==> config.mk <==
export PLATFORM = sky130hd
export DESIGN_NAME = keyed_wdt
export DESIGN_NICKNAME = d
export VERILOG_FILES = /design/src/rtl/wdt_pkg.sv /design/src/rtl/wdt_regfile.sv /design/src/rtl/wdt_prescaler.sv /design/src/rtl/wdt_stage_cnt.sv /design/src/rtl/wdt_route.sv /design/src/rtl/keyed_wdt.sv
export SDC_FILE = /design/constraint.sdc
export NUM_CORES = 1
export LEC_CHECK = 0
export BUFFER_PORTS_ARGS = -buffer_cell sky130_fd_sc_hd__buf_2
export CAP_MARGIN = 20
export CORE_UTILIZATION = 60
export CTS_BUF_LIST = sky130_fd_sc_hd__clkbuf_8
export DETAILED_ROUTE_END_ITERATION = 16
export HOLD_SLACK_MARGIN = 0.08
export PLACE_DENSITY = 0.82
export SYNTH_ARGS = -nofsm -noshare
export SYNTH_HDL_FRONTEND = slang
export SYNTH_SLANG_ARGS = --single-unit
==> constraint.sdc <==
create_clock -name clk -period 3.7 [get_ports clk]
set_input_delay 0.555 -clock clk [delete_from_list [all_inputs] [get_ports clk]]
set_output_delay 0.555 -clock clk [all_outputs]
set_load 0.1 [all_outputs]
==> src/rtl/wdt_pkg.sv <==
package wdt_pkg;

   typedef logic [1:0] period_code_t;

   typedef struct packed {
      period_code_t period;
      logic         to_reset;
   } wdt_ctrl_t;

   localparam int CTRL_W = $bits(wdt_ctrl_t);

   function automatic int pick_exp(input int code, input int e0, input int e1,
                                   input int e2, input int e3);
      case (code)
         0:       return e0;
         1:       return e1;
         2:       return e2;
         default: return e3;
      endcase
   endfunction

   function automatic int max4(input int a, input int b, input int c, input int d);
      int m;
      m = a;
      if (b > m) m = b;
      if (c > m) m = c;
      if (d > m) m = d;
      return m;
   endfunction

endpackage

==> src/rtl/wdt_regfile.sv <==
module wdt_regfile
   import wdt_pkg::*;
#(
   parameter int                  ADDR_W       = 4,
   parameter int                  DATA_W       = 8,
   parameter logic [ADDR_W-1:0]   CTRL_ADDR    = '0,
   parameter logic [ADDR_W-1:0]   CLR_ADDR     = 1,
   parameter logic [DATA_W-1:0]   CLR_KEY      = 8'h4E,
   parameter period_code_t        RST_PERIOD   = 2'b00,
   parameter logic                RST_TO_RESET = 1'b1
) (
   input  logic              clk,
   input  logic              rst_n,
   input  logic              wr_en,
   input  logic [ADDR_W-1:0] wr_addr,
   input  logic [DATA_W-1:0] wr_data,
   output wdt_ctrl_t         ctrl,
   output logic              clr
);

   logic      ctrl_wr;
   logic      key_wr;
   logic      period_chg;
   wdt_ctrl_t ctrl_new;

   assign ctrl_wr    = wr_en && (wr_addr == CTRL_ADDR);
   assign key_wr     = wr_en && (wr_addr == CLR_ADDR) && (wr_data == CLR_KEY);
   assign ctrl_new   = wdt_ctrl_t'(wr_data[CTRL_W-1:0]);
   assign period_chg = ctrl_wr && (ctrl_new.period != ctrl.period);
   assign clr        = key_wr || period_chg;

   always_ff @(posedge clk or negedge rst_n) begin
      if (!rst_n) begin
         ctrl.period   <= RST_PERIOD;
         ctrl.to_reset <= RST_TO_RESET;
      end else if (ctrl_wr) begin
         ctrl <= ctrl_new;
      end
   end

   // control only changes through its own address
   assert_ctrl_own_addr_R10: assert property (@(posedge clk) disable iff (!rst_n)
      !(wr_en && (wr_addr == CTRL_ADDR)) |=> $stable(ctrl));

endmodule

==> src/rtl/wdt_prescaler.sv <==
module wdt_prescaler
   import wdt_pkg::*;
#(
   parameter int PW  = 23,
   parameter int QE0 = 23,
   parameter int QE1 = 21,
   parameter int QE2 = 19,
   parameter int QE3 = 17
) (
   input  logic         clk,
   input  logic         rst_n,
   input  logic         run,
   input  period_code_t code,
   output logic         tick
);

   logic [PW-1:0] pre;
   logic [3:0]    tap;

   always_ff @(posedge clk or negedge rst_n) begin
      if (!rst_n)   pre <= '0;
      else if (run) pre <= pre + 1'b1;
   end

   for (genvar g = 0; g < 4; g++) begin : g_tap
      localparam int            QE   = pick_exp(g, QE0, QE1, QE2, QE3);
      localparam logic [PW-1:0] MASK = PW'((64'd1 << QE) - 64'd1);
      assign tap[g] = ((pre & MASK) == MASK);
   end

   assign tick = run && tap[code];

   // prescaler phase frozen in low-power mode
   assert_pre_freeze_R7: assert property (@(posedge clk) disable iff (!rst_n)
      !run |=> $stable(pre));

   // prescaler never restarted, advances every running cycle
   assert_pre_free_R4: assert property (@(posedge clk) disable iff (!rst_n)
      run |=> (pre == $past(pre) + 1'b1));

endmodule

==> src/rtl/wdt_stage_cnt.sv <==
module wdt_stage_cnt #(
   parameter int CNT_W = 2
) (
   input  logic             clk,
   input  logic             rst_n,
   input  logic             tick,
   input  logic             clr,
   output logic [CNT_W-1:0] cnt,
   output logic             ovf
);

   assign ovf = tick && !clr && (&cnt);

   always_ff @(posedge clk or negedge rst_n) begin
      if (!rst_n)    cnt <= '0;
      else if (clr)  cnt <= '0;
      else if (tick) cnt <= cnt + 1'b1;
   end

   // nothing but a tick or a clear moves the counter
   assert_hold_R3: assert property (@(posedge clk) disable iff (!rst_n)
      (!clr && !tick) |=> $stable(cnt));

   // counter restarts from zero after an overflow
   assert_restart_R8: assert property (@(posedge clk) disable iff (!rst_n)
      ovf |=> (cnt == '0));

endmodule

==> src/rtl/wdt_route.sv <==
module wdt_route (
   input  logic clk,
   input  logic rst_n,
   input  logic ovf,
   input  logic to_reset,
   output logic rst_req,
   output logic wdt_irq
);

   always_ff @(posedge clk or negedge rst_n) begin
      if (!rst_n) begin
         rst_req <= 1'b0;
         wdt_irq <= 1'b0;
      end else begin
         rst_req <= ovf && to_reset;
         wdt_irq <= ovf && !to_reset;
      end
   end

   // routing follows the select held at overflow
   assert_route_rst_R5: assert property (@(posedge clk) disable iff (!rst_n)
      rst_req |-> ($past(ovf) && $past(to_reset)));
   assert_route_irq_R5: assert property (@(posedge clk) disable iff (!rst_n)
      wdt_irq |-> ($past(ovf) && !$past(to_reset)));
   assert_exclusive_R5: assert property (@(posedge clk) disable iff (!rst_n)
      $onehot0({rst_req, wdt_irq}));

   // single-cycle pulses
   assert_single_rst_R8: assert property (@(posedge clk) disable iff (!rst_n)
      rst_req |=> !rst_req);
   assert_single_irq_R8: assert property (@(posedge clk) disable iff (!rst_n)
      wdt_irq |=> !wdt_irq);

endmodule

==> src/rtl/keyed_wdt.sv <==
module keyed_wdt
   import wdt_pkg::*;
#(
   parameter int                ADDR_W       = 4,
   parameter int                DATA_W       = 8,
   parameter logic [ADDR_W-1:0] CTRL_ADDR    = '0,
   parameter logic [ADDR_W-1:0] CLR_ADDR     = 1,
   parameter logic [DATA_W-1:0] CLR_KEY      = 8'h4E,
   parameter int                EXP0         = 25,
   parameter int                EXP1         = 23,
   parameter int                EXP2         = 21,
   parameter int                EXP3         = 19,
   parameter int                CNT_W        = 2,
   parameter period_code_t      RST_PERIOD   = 2'b00,
   parameter logic              RST_TO_RESET = 1'b1
) (
   input  logic              clk,
   input  logic              rst_n,
   input  logic              wr_en,
   input  logic [ADDR_W-1:0] wr_addr,
   input  logic [DATA_W-1:0] wr_data,
   input  logic              lp_mode,
   output logic              rst_req,
   output logic              wdt_irq
);

   localparam int QE0 = EXP0 - 2;
   localparam int QE1 = EXP1 - 2;
   localparam int QE2 = EXP2 - 2;
   localparam int QE3 = EXP3 - 2;
   localparam int PW  = max4(QE0, QE1, QE2, QE3);
   localparam int SW  = PW + 3;

   if (EXP0 < 3 || EXP1 < 3 || EXP2 < 3 || EXP3 < 3) begin : g_bad_exp
      $error("keyed_wdt: every period exponent must be at least 3");
   end
   if (PW > 40) begin : g_bad_width
      $error("keyed_wdt: period exponent too large");
   end
   if (CNT_W != 2) begin : g_bad_cnt
      $error("keyed_wdt: quarter scheme needs a two-bit stage counter");
   end
   if (DATA_W < CTRL_W) begin : g_bad_data
      $error("keyed_wdt: data bus narrower than control register");
   end
   if (CTRL_ADDR == CLR_ADDR) begin : g_bad_addr
      $error("keyed_wdt: control and clear addresses must differ");
   end

   wdt_ctrl_t        ctrl;
   logic             clr;
   logic             run;
   logic             tick;
   logic [CNT_W-1:0] cnt;
   logic             ovf;

   assign run = !lp_mode;

   wdt_regfile #(
      .ADDR_W(ADDR_W), .DATA_W(DATA_W), .CTRL_ADDR(CTRL_ADDR),
      .CLR_ADDR(CLR_ADDR), .CLR_KEY(CLR_KEY),
      .RST_PERIOD(RST_PERIOD), .RST_TO_RESET(RST_TO_RESET)
   ) u_regs (
      .clk(clk), .rst_n(rst_n), .wr_en(wr_en), .wr_addr(wr_addr),
      .wr_data(wr_data), .ctrl(ctrl), .clr(clr)
   );

   wdt_prescaler #(
      .PW(PW), .QE0(QE0), .QE1(QE1), .QE2(QE2), .QE3(QE3)
   ) u_pre (
      .clk(clk), .rst_n(rst_n), .run(run), .code(ctrl.period), .tick(tick)
   );

   wdt_stage_cnt #(.CNT_W(CNT_W)) u_cnt (
      .clk(clk), .rst_n(rst_n), .tick(tick), .clr(clr), .cnt(cnt), .ovf(ovf)
   );

   wdt_route u_route (
      .clk(clk), .rst_n(rst_n), .ovf(ovf), .to_reset(ctrl.to_reset),
      .rst_req(rst_req), .wdt_irq(wdt_irq)
   );

   // ---------------- checking logic ----------------
   logic [SW-1:0] since_clr;
   logic [SW-1:0] q_len;
   int            qe_cur;

   always_comb begin
      qe_cur = pick_exp(int'(ctrl.period), QE0, QE1, QE2, QE3);
      q_len  = SW'(1) << qe_cur;
   end

   always_ff @(posedge clk or negedge rst_n) begin
      if (!rst_n)              since_clr <= '0;
      else if (clr || ovf)     since_clr <= '0;
      else if (run)            since_clr <= since_clr + 1'b1;
   end

   // overflow only inside the three-quarter to full-period window
   assert_window_R4: assert property (@(posedge clk) disable iff (!rst_n)
      ovf |-> ((since_clr >= (q_len << 1) + q_len) && (since_clr < (q_len << 2))));

   // key write clears the counter
   assert_clear_key_R2: assert property (@(posedge clk) disable iff (!rst_n)
      (wr_en && (wr_addr == CLR_ADDR) && (wr_data == CLR_KEY)) |=> (cnt == '0));

   // wrong key leaves the counter alone
   assert_wrong_key_R3: assert property (@(posedge clk) disable iff (!rst_n)
      (wr_en && (wr_addr == CLR_ADDR) && (wr_data != CLR_KEY) && !tick)
      |=> $stable(cnt));

   // foreign addresses leave the counter alone
   assert_foreign_R10: assert property (@(posedge clk) disable iff (!rst_n)
      (wr_en && (wr_addr != CLR_ADDR) && (wr_addr != CTRL_ADDR) && !tick)
      |=> $stable(cnt));

   // counter frozen in low-power mode unless cleared
   assert_cnt_freeze_R7: assert property (@(posedge clk) disable iff (!rst_n)
      (lp_mode && !clr) |=> $stable(cnt));

   // period change acts as a clear
   assert_period_clear_R9: assert property (@(posedge clk) disable iff (!rst_n)
      (wr_en && (wr_addr == CTRL_ADDR) && (wr_data[2:1] != ctrl.period))
      |=> (cnt == '0));

endmodule

# Word-level counts from Yosys, hierarchy flattened
# Index checks and enable logic that the tools add are counted.
# word_totals
reg_bits	30
in_bits	16
output_inout_bits	2
elab_cells	36
# classes
addsub	2
order_cmp	1
eq_ne	7
n_mux	4
reduce_logical	16
# ops
cell	n
$add 23x1->23 const B	1
$eq 23x23->1 const B	1
$eq 21x21->1 const B	1
$eq 19x19->1 const B	1
$eq 17x17->1 const B	1
$logic_and 1x1->1	9
$eq 8x7->1 const B	1
$eq 4x1->1 const B	1
$logic_not 4->1	1
$mux 2	2
$logic_not 1->1	3
$lt 2x3->1 const B	1
$add 2x1->2 const B	1
$bmux 1 s2	1
$ne 2x2->1	1
$reduce_and 2->1	1
$reduce_bool 2->1	1
$logic_or 1x1->1	1
$mux 1	1

# Longest topological paths before layout
# Gate-level depths: netlist of the first run.
# depth
depth_word	8
ltp_mapped	7

# Modules after synthesis
# A second synthesis of the first run with hierarchy kept.
# unflattened
cells_unflattened	124
area_unflattened_um2	1467.7
# modules_own_cells
mod	instances	cells_per_inst	area_per_inst_um2	seq_area_each_um2
wdt_prescaler	1	95	1091.0	575.6
wdt_regfile	1	15	210.2	76.3
wdt_stage_cnt	1	9	96.3	50.0
wdt_route	1	4	66.3	50.0
keyed_wdt	1	1	3.8	0.0

# Worst setup path after synthesis of the first run
# Ideal clock, no wire load.
# synth_path
path_type	input -> register
startpoint	input lp_mode
endpoint	register u_route.wdt_irq
setup_ns	0.070
arrival_ns	2.293
required_ns	3.630
path_slack_ns	1.337
cell_stages	6
n_path_buf	1
path_cell_list	clkbuf_1 nand2b_4 or4_4 or4b_4 a32oi_4 and4b_1
# synth_via
elab_chain_cells	5
# synth_rtl
element	line	source
start, declared	keyed_wdt.sv:22	input logic lp_mode,
$logic_not 1->1	keyed_wdt.sv:57	assign run = !lp_mode;
$logic_and 1x1->1	wdt_prescaler.sv:31	assign tick = run && tap[code];
$logic_and 1x1->1 (2 in a row)	wdt_stage_cnt.sv:12	assign ovf = tick && !clr && (&cnt);
$logic_and 1x1->1	wdt_route.sv:16	wdt_irq <= ovf && !to_reset;
end signal, assigned	wdt_route.sv:16	
end, declared	wdt_route.sv:7	output logic wdt_irq
# Every way passes these cells.
# A chain may end at the register's enable or synchronous reset.

# Worst setup path in the final report of the first run
# layout_path
startpoint	register u_pre.pre[0]
endpoint	register u_route.wdt_irq
# layout_via
elab_chain_cells	7
word_cells_on_any_way	10
classes_between	eq/ne: 4; mux: 2; reduce/logical: 4
# layout_rtl
element	line	source
start, declared	wdt_prescaler.sv:17	logic [PW-1:0] pre;
start signal, assigned	wdt_prescaler.sv:22	else if (run) pre <= pre + 1'b1;
$eq 23x23->1 (tied with other cells)	wdt_prescaler.sv:28	assign tap[g] = ((pre & MASK) == MASK);
$bmux 1 s2 *	wdt_prescaler.sv:31	
$mux 1 (not written as such) *	wdt_prescaler.sv:31	
$logic_and 1x1->1 *	wdt_prescaler.sv:31	
$logic_and 1x1->1 * (2 in a row)	wdt_stage_cnt.sv:12	
$logic_and 1x1->1 *	wdt_route.sv:16	
# Every way passes the cells marked *; elsewhere a longest branch is shown, timed or not. The select of a mux whose other input is x is not followed.

==> results of run 1 <==
## per-stage QoR
step	utilization	std cells	hold WS, ns	power [mW]
finish	0.739	176	0.289	0.876
global route	0.739	176	0.348	0.922
CTS	0.739	176	0.304	0.883
detailed placement	0.699	168	0.456	0.614
global placement	0.699	168	0.455	0.597
floorplan	-	124	0.259	0.561
## state kept, by name, indices dropped and copies added (netlist names)
name,count
u_regs.ctrl,3
u_route.wdt_irq,1
u_cnt.cnt,2
u_route.rst_req,1
u_pre.pre,23
## cells in the mapped netlist
cell,count,share of area
a21oi_1,1,0.0035
a32oi_4,1,0.019
and2_1,1,0.0043
and3_1,1,0.0043
and4_1,2,0.012
and4_2,1,0.0069
and4b_1,1,0.0069
clkbuf_1,1,0.0026
dfrtp_1,29,0.50
dfstp_2,1,0.018
ha_1,3,0.026
inv_1,1,0.0026
mux2_2,5,0.039
mux2i_1,2,0.014
nand2_1,14,0.036
nand2b_1,2,0.0087
nand2b_4,1,0.0095
nand3_1,9,0.031
nand3b_1,1,0.0052
nand4_1,6,0.026
nand4b_1,1,0.0061
nor2_1,7,0.018
nor2b_1,2,0.0087
nor4_1,1,0.0043
nor4b_1,1,0.0061
o21ai_0,1,0.0035
o311ai_0,1,0.0061
or4_1,1,0.0052
or4_4,1,0.0078
or4b_2,1,0.0069
or4b_4,1,0.0095
xnor2_1,15,0.091
xor2_1,8,0.048
## final timing paths
path / slack (ns) / from / to / depth (start not counted)
setup / recovery: 1.37 / u_pre.pre[0] / u_route.wdt_irq / 6
hold / removal: 0.29 / rst_n / u_pre.pre[22] / 1
setup reg to reg: 1.37 / u_pre.pre[0] / u_route.wdt_irq / 6
hold reg to reg: 0.47 / u_pre.pre[13] / u_pre.pre[13] / 1
max in group asynchronous: 2.99 / rst_n / u_cnt.cnt[1] / 1
min in group clk: 0.47 / u_pre.pre[13] / u_pre.pre[13] / 1
## cells by family (layout without fill, tap and decap cells)
logic type / count (synthesis) / after routing / synth area share
XOR/XNOR: 23 / 23 / 0.139
AO/OA/AOI/OAI: 4 / 4 / 0.0320
flip-flops: 30 / 30 / 0.520
adder cells (fa/ha/maj): 3 / 3 / 0.0260
buffers and inverters: 2 / 26 / 0.00519
AND/OR/NAND/NOR: 55 / 55 / 0.224
multiplexers: 7 / 7 / 0.0528
## metal layers
metal  vias up  wire length, um  share of wire  global-route usage
li1        483                -              -                   -
met3         5              140          0.055              0.0982
met4         0               60          0.023               0.153
met5         -                0              0                   0
met2        27             1270           0.49               0.401
met1       474             1090           0.43               0.270
## power breakdown
group	switching [mW]	internal, mW	leakage [nW]
clock	0.120	0.146	0.0538
sequential	0.0686	0.387	0.397
combinational	0.0761	0.0790	0.314
## layout by cell type, fill, tap and decap left out, types with 3 or more instances in the layout
master | synthesis | layout
dfrtp_1 | 29 | 29
buf_2 | 0 | 17
xnor2_1 | 15 | 15
nand2_1 | 14 | 14
nand3_1 | 9 | 9
xor2_1 | 8 | 8
nor2_1 | 7 | 7
nand4_1 | 6 | 6
clkbuf_8 | 0 | 6
mux2_2 | 5 | 5
inv_1 | 1 | 3
ha_1 | 3 | 3
## critical path, cell delays in order, from the launching register on
cell and delay [ns]:
dfrtp_1 0.41, ha_1 0.26, nand2b_4 0.08, or4_4 0.49
or4b_4 0.54, a32oi_4 0.25, and4b_1 0.23
## area by class of cell
class	count	area [sq um]	area share
sequential	30	752	0.455
multi-input combinational	92	686	0.415
timing repair buffer	17	85.1	0.0515
clock buffer	6	82.6	0.0500
tap	28	35.0	0.0212
clock inverter	2	7.51	0.00455
inverter	1	3.75	0.00227
==> flow_summary_export.csv, run 1 <==
group,metric,value,unit
run_status,outcome,"completed",
clock_tree,cts_root_buf,"clkbuf_8",
worst_setup_path,cp_max_fo,4,
timing,max_freq,428,MHz
clock_tree,post_cts_buffers,0,
clock_tree,cts_buffer_depth,2,
timing,rsz0062_at_grt,"no",
worst_setup_path,worstPathArrival,2.55,ns
timing,setup-tns-final,0,ns
timing,finalCritPeriodShare,0.631,
die,die_x,51.1,um
synthesis,syn_avg_cell_area,11.7,sq um
global_route,grt_pass1_wl,4330,um
power,peakVddDrop,456,uV
final_layout,drive_above_1_share,0.236,
timing,clock_skew,0.00606,ns
drt,drt_iter0_drc,13,
drt,drc,0,
worst_setup_path,cp.required,3.91,ns
synthesis,syn_area,1450,sq um
worst_setup_path,crit_type,"reg -> reg",
die,die_h,51.1,um
timing,final-setup-viol-count,0,
synthesis,synth_fp_nets,143,
die,initial_core_util,0.647,
global_route,grt_antenna_before_repair,0,
drt,vias,989,
synthesis,netlist_instances,124,
clock_tree,cts_hold_buf,0,
clock_tree,cts_tree,"done",
drt,wl,2560,um
place,io_buffer_count,17,
synthesis,synth_warnings,0,
clock_tree,clk_latency,0.28,ns
final_layout,fin_area,1650,sq um
place,place_ws,1.26,ns
global_route,grt_max_degree,31,
timing,hold_violations,0,
timing,slew-limit-headroom,0.342,
clock_tree,cts_repair_resize_count,0,
die,die-area,2610,sq um
timing,layout_min_cycle_time,2.33,ns
drt,firstDrtPassIters,4,
final_layout,nets,166,
final_layout,diodes,0,
clock_tree,cts_buffers,5,
clock_tree,clk_pin_slew,0.06,ns
timing,finalWorstSetupSlack,1.37,ns
global_route,grt_pass1_vias,996,
drt,postRouteAntennaNets,0,
place,placed_cell_area,1560,sq um
drt,detail_route.vias_per_cell,5.62,
drt,wl_per_cell,14.5,um
synthesis,yosys_register_bits,30,
worst_setup_path,worstSetupEndpointType,"register",
power,p_leak,0.765,nW
timing,worst_slew_pin_slew,0.974,ns
clock_tree,clock_sinks,30,
timing,drv_slew,0,
final_layout,area_growth_syn_to_layout,14.3,%
power,powerDensity,531,nW/um^2
worst_setup_path,start_kind,"register",
synthesis,ys_seq_area_frac,0.520,
place,gp_congestion,0.847,
synthesis,synth_cell_types,33,
die,rows,17,
die,coreArea,2230,sq um
clock_tree,htree_levels,2,
die,ios,18,
flow_run,maxCapViolations,0,
final_layout,fill_cells,158,
hold_path,min_path_type,"in -> async",
global_route,grtUsageTotal,0.248,
global_route,grt_overflow,0,
place,hpwl,1840,um
Note: power is estimated with default switching activity, not from simulation.
==> run 2: changes to the inputs <==
--- a/config.mk
+++ b/config.mk
@@ -5,13 +5,14 @@
 export SDC_FILE = /design/constraint.sdc
 export NUM_CORES = 1
 export LEC_CHECK = 0
+export ABC_AREA = 1
 export BUFFER_PORTS_ARGS = -buffer_cell sky130_fd_sc_hd__buf_2
 export CAP_MARGIN = 20
 export CORE_UTILIZATION = 60
 export CTS_BUF_LIST = sky130_fd_sc_hd__clkbuf_8
 export DETAILED_ROUTE_END_ITERATION = 16
 export HOLD_SLACK_MARGIN = 0.08
-export PLACE_DENSITY = 0.82
+export PLACE_DENSITY = 0.81
 export SYNTH_ARGS = -nofsm -noshare
 export SYNTH_HDL_FRONTEND = slang
 export SYNTH_SLANG_ARGS = --single-unit
==> constraint.sdc (replaced) <==
create_clock -name clk -period 2.25 [get_ports clk]
set_input_delay 0.3375 -clock clk [delete_from_list [all_inputs] [get_ports clk]]
set_output_delay 0.3375 -clock clk [all_outputs]
set_load 0.1 [all_outputs]
==> flow_summary_export.csv, run 2 <==
group,metric,value,unit
timing,hold_violations,0,
timing,drv_slew,0,
synthesis,synth_top_family_by_area,"simple AND/OR/NAND/NOR gates",
worst_setup_path,start_kind,"register",
timing,setup-tns-final,0,ns
clock_tree,htree_levels,2,
clock_tree,clk_latency,0.28,ns
drt,detail_route.vias_per_cell,5.30,
timing,layout_min_cycle_time,1.78,ns
clock_tree,cts_tree,"done",
clock_tree,cts_hold_buf,0,
timing,finalWorstSetupSlack,0.469,ns
final_layout,area_growth_syn_to_layout,12.0,%
timing,final-setup-viol-count,0,
clock_tree,post_cts_buffers,0,
worst_setup_path,cp_max_fo,4,
clock_tree,cts_buffers,5,
worst_setup_path,worstPathArrival,1.95,ns
final_layout,drive_above_1_share,0.213,
final_layout,fill_cells,204,
place,io_buffer_count,17,
die,die-area,3010,sq um
die,die_x,54.8,um
hold_path,min_path_type,"in -> async",
final_layout,fin_area,1880,sq um
timing,clock_skew,0.00455,ns
drt,wl_per_cell,12.6,um
global_route,grt_pass1_wl,5090,um
timing,rsz0062_at_grt,"no",
run_status,outcome,"completed",
global_route,grt_antenna_before_repair,0,
final_layout,largest-register,"u_pre.pre",
synthesis,synth_fp_nets,211,
final_layout,largest_reg_flops,23,
power,powerDensity,773,nW/um^2
global_route,grt_max_degree,31,
drt,wl,3090,um
clock_tree,clock_sinks,30,
timing,worst_slew_pin_slew,0.667,ns
synthesis,yosys-top-cells-area,"dfrtp_1, nand2_1, xor2_1, inv_1, xnor2_1",
place,hpwl,2280,um
synthesis,synth-compound-area-share,0.0187,
global_route,grt_overflow,0,
timing,max_freq,561,MHz
place,gp_congestion,0.820,
drt,drc,0,
synthesis,netlist_instances,192,
synthesis,yosys.area_share.simple,0.335,
final_layout,reg.largest.list,"u_pre.pre (23), u_regs.ctrl (3), u_cnt.cnt (2)",
timing,slew-limit-headroom,0.555,
die,die_h,54.8,um
synthesis,yosys_register_bits,30,
power,switching_share,0.320,
worst_setup_path,cp.required,2.42,ns
flow_run,maxCapViolations,0,
power,p_clk_frac,0.299,
drt,vias,1305,
final_layout,nets,234,
power,p_leak,0.982,nW
synthesis,syn_avg_cell_area,8.73,sq um
synthesis,synth_warnings,0,
die,coreArea,2570,sq um
power,p_int,987,uW
global_route,grtUsageTotal,0.249,
final_layout,multi_input_area,817,sq um
synthesis,ys_seq_area_frac,0.449,
synthesis,synth_async_sr_flop_share,1.00,
drt,firstDrtPassIters,4,
place,place_ws,0.524,ns
timing,finalCritPeriodShare,0.792,
synthesis,syn_area,1680,sq um
clock_tree,clk_pin_slew,0.06,ns
synthesis,synth.largest_area_cell,"dfrtp_1",
worst_setup_path,worstSetupEndpointType,"register",
global_route,grt_pass1_vias,1170,
synthesis,synth_most_common_cell,"nand2_1",
die,rows,18,
drt,postRouteAntennaNets,0,
final_layout,utilization,0.731,
power,comb_power_share,0.200,
synthesis,synth_cell_types,29,
power,power.switching,464,uW
synthesis,synthXorXnorAreaFrac,0.105,
synthesis,synth_top_cell_area_share,0.433,
die,ios,18,
worst_setup_path,crit_type,"reg -> reg",
power,peakVddDrop,752,uV
die,initial_core_util,0.653,
synthesis,synth_adder_area_share,0.0224,
power,p_seq_frac,0.501,
drt,drt_iter0_drc,15,
final_layout,seqCellArea,752,sq um
power,finalPower,1.45,mW
clock_tree,cts_buffer_depth,2,
final_layout,diodes,0,
place,placed_cell_area,1790,sq um
synthesis,synthFlopType,"dfrtp_1",
synthesis,synth_edf_count,0,
final_layout,final_cell_mix,"nand2_1, dfrtp_1, inv_1",
final_layout,final_common_cell,"nand2_1",
clock_tree,cts_root_buf,"clkbuf_8",
synthesis,synthMuxAreaShare,0.00672,
clock_tree,cts_repair_resize_count,0,
synthesis,synth_common_cells,"nand2_1, dfrtp_1, inv_1",
==> run 2: per-stage QoR <==
step | cells | hold WS [ns]
after floorplan | 192 | 0.0419
after global placement | 238 | 0.393
after detailed placement | 238 | 0.404
after CTS | 246 | 0.100
after global routing | 246 | 0.147
final | 246 | 0.0860
==> run 2: power groups by stage <==
stage          Sequential, mW  Clock (mW)  Combinational (mW)
4_1_cts                 0.726       0.442               0.295
6_report                0.727       0.434               0.290
2_1_floorplan           0.721           0               0.219
3_5_place_dp            0.736           0               0.290
5_1_grt                 0.743       0.461               0.336
3_3_place_gp            0.727           0               0.275
==> run 2: path summary, 6_finish.rpt <==
kind                              endpoint  slack [ns]  cells past startpoint      startpoint
min in group clk            u_regs.ctrl[0]        0.29                      3      wr_data[0]
setup reg to reg              u_cnt.cnt[0]        0.47                     11    u_pre.pre[0]
hold / removal               u_pre.pre[13]        0.09                      1           rst_n
setup / recovery              u_cnt.cnt[0]        0.47                     11    u_pre.pre[0]
max in group asynchronous   u_regs.ctrl[2]        1.73                      1           rst_n
hold reg to reg            u_route.wdt_irq        0.50                      1  u_regs.ctrl[0]
==> run 2: worst max-delay path: stages (launching register included) <==
cell and delay (ns):
dfrtp_1 0.38, ha_1 0.24, nand2_1 0.07, nor2_1 0.09
nand2_1 0.07, nor2_2 0.13, ha_1 0.15, a21oi_1 0.07
a21oi_2 0.22, nand2_1 0.11, nand3_1 0.09, nand2_1 0.05
==> run 2: cells by family after synthesis <==
logic type,after synthesis
DFF,30
buffers and inverters,25
muxes,1
AOI/OAI and AO/OA,5
and+or+nand+nor,108
adders and majority gates,3
xor gates and xnor gates,20
==> run 2: cell type report <==
class                      instances  share of cell area
clock inverter                     2             0.00400
clock buffer                       6              0.0440
multi-input combinational        137               0.435
inverter                          24              0.0507
sequential                        30               0.401
timing repair buffer              17              0.0453
tap                               30              0.0200
==> run 2: metal layers <==
layer | routed length [um] | GRT usage
met5 | 0 | 0
met4 | 54 | 0.103
met3 | 75 | 0.0583
met2 | 1510 | 0.408
met1 | 1450 | 0.313
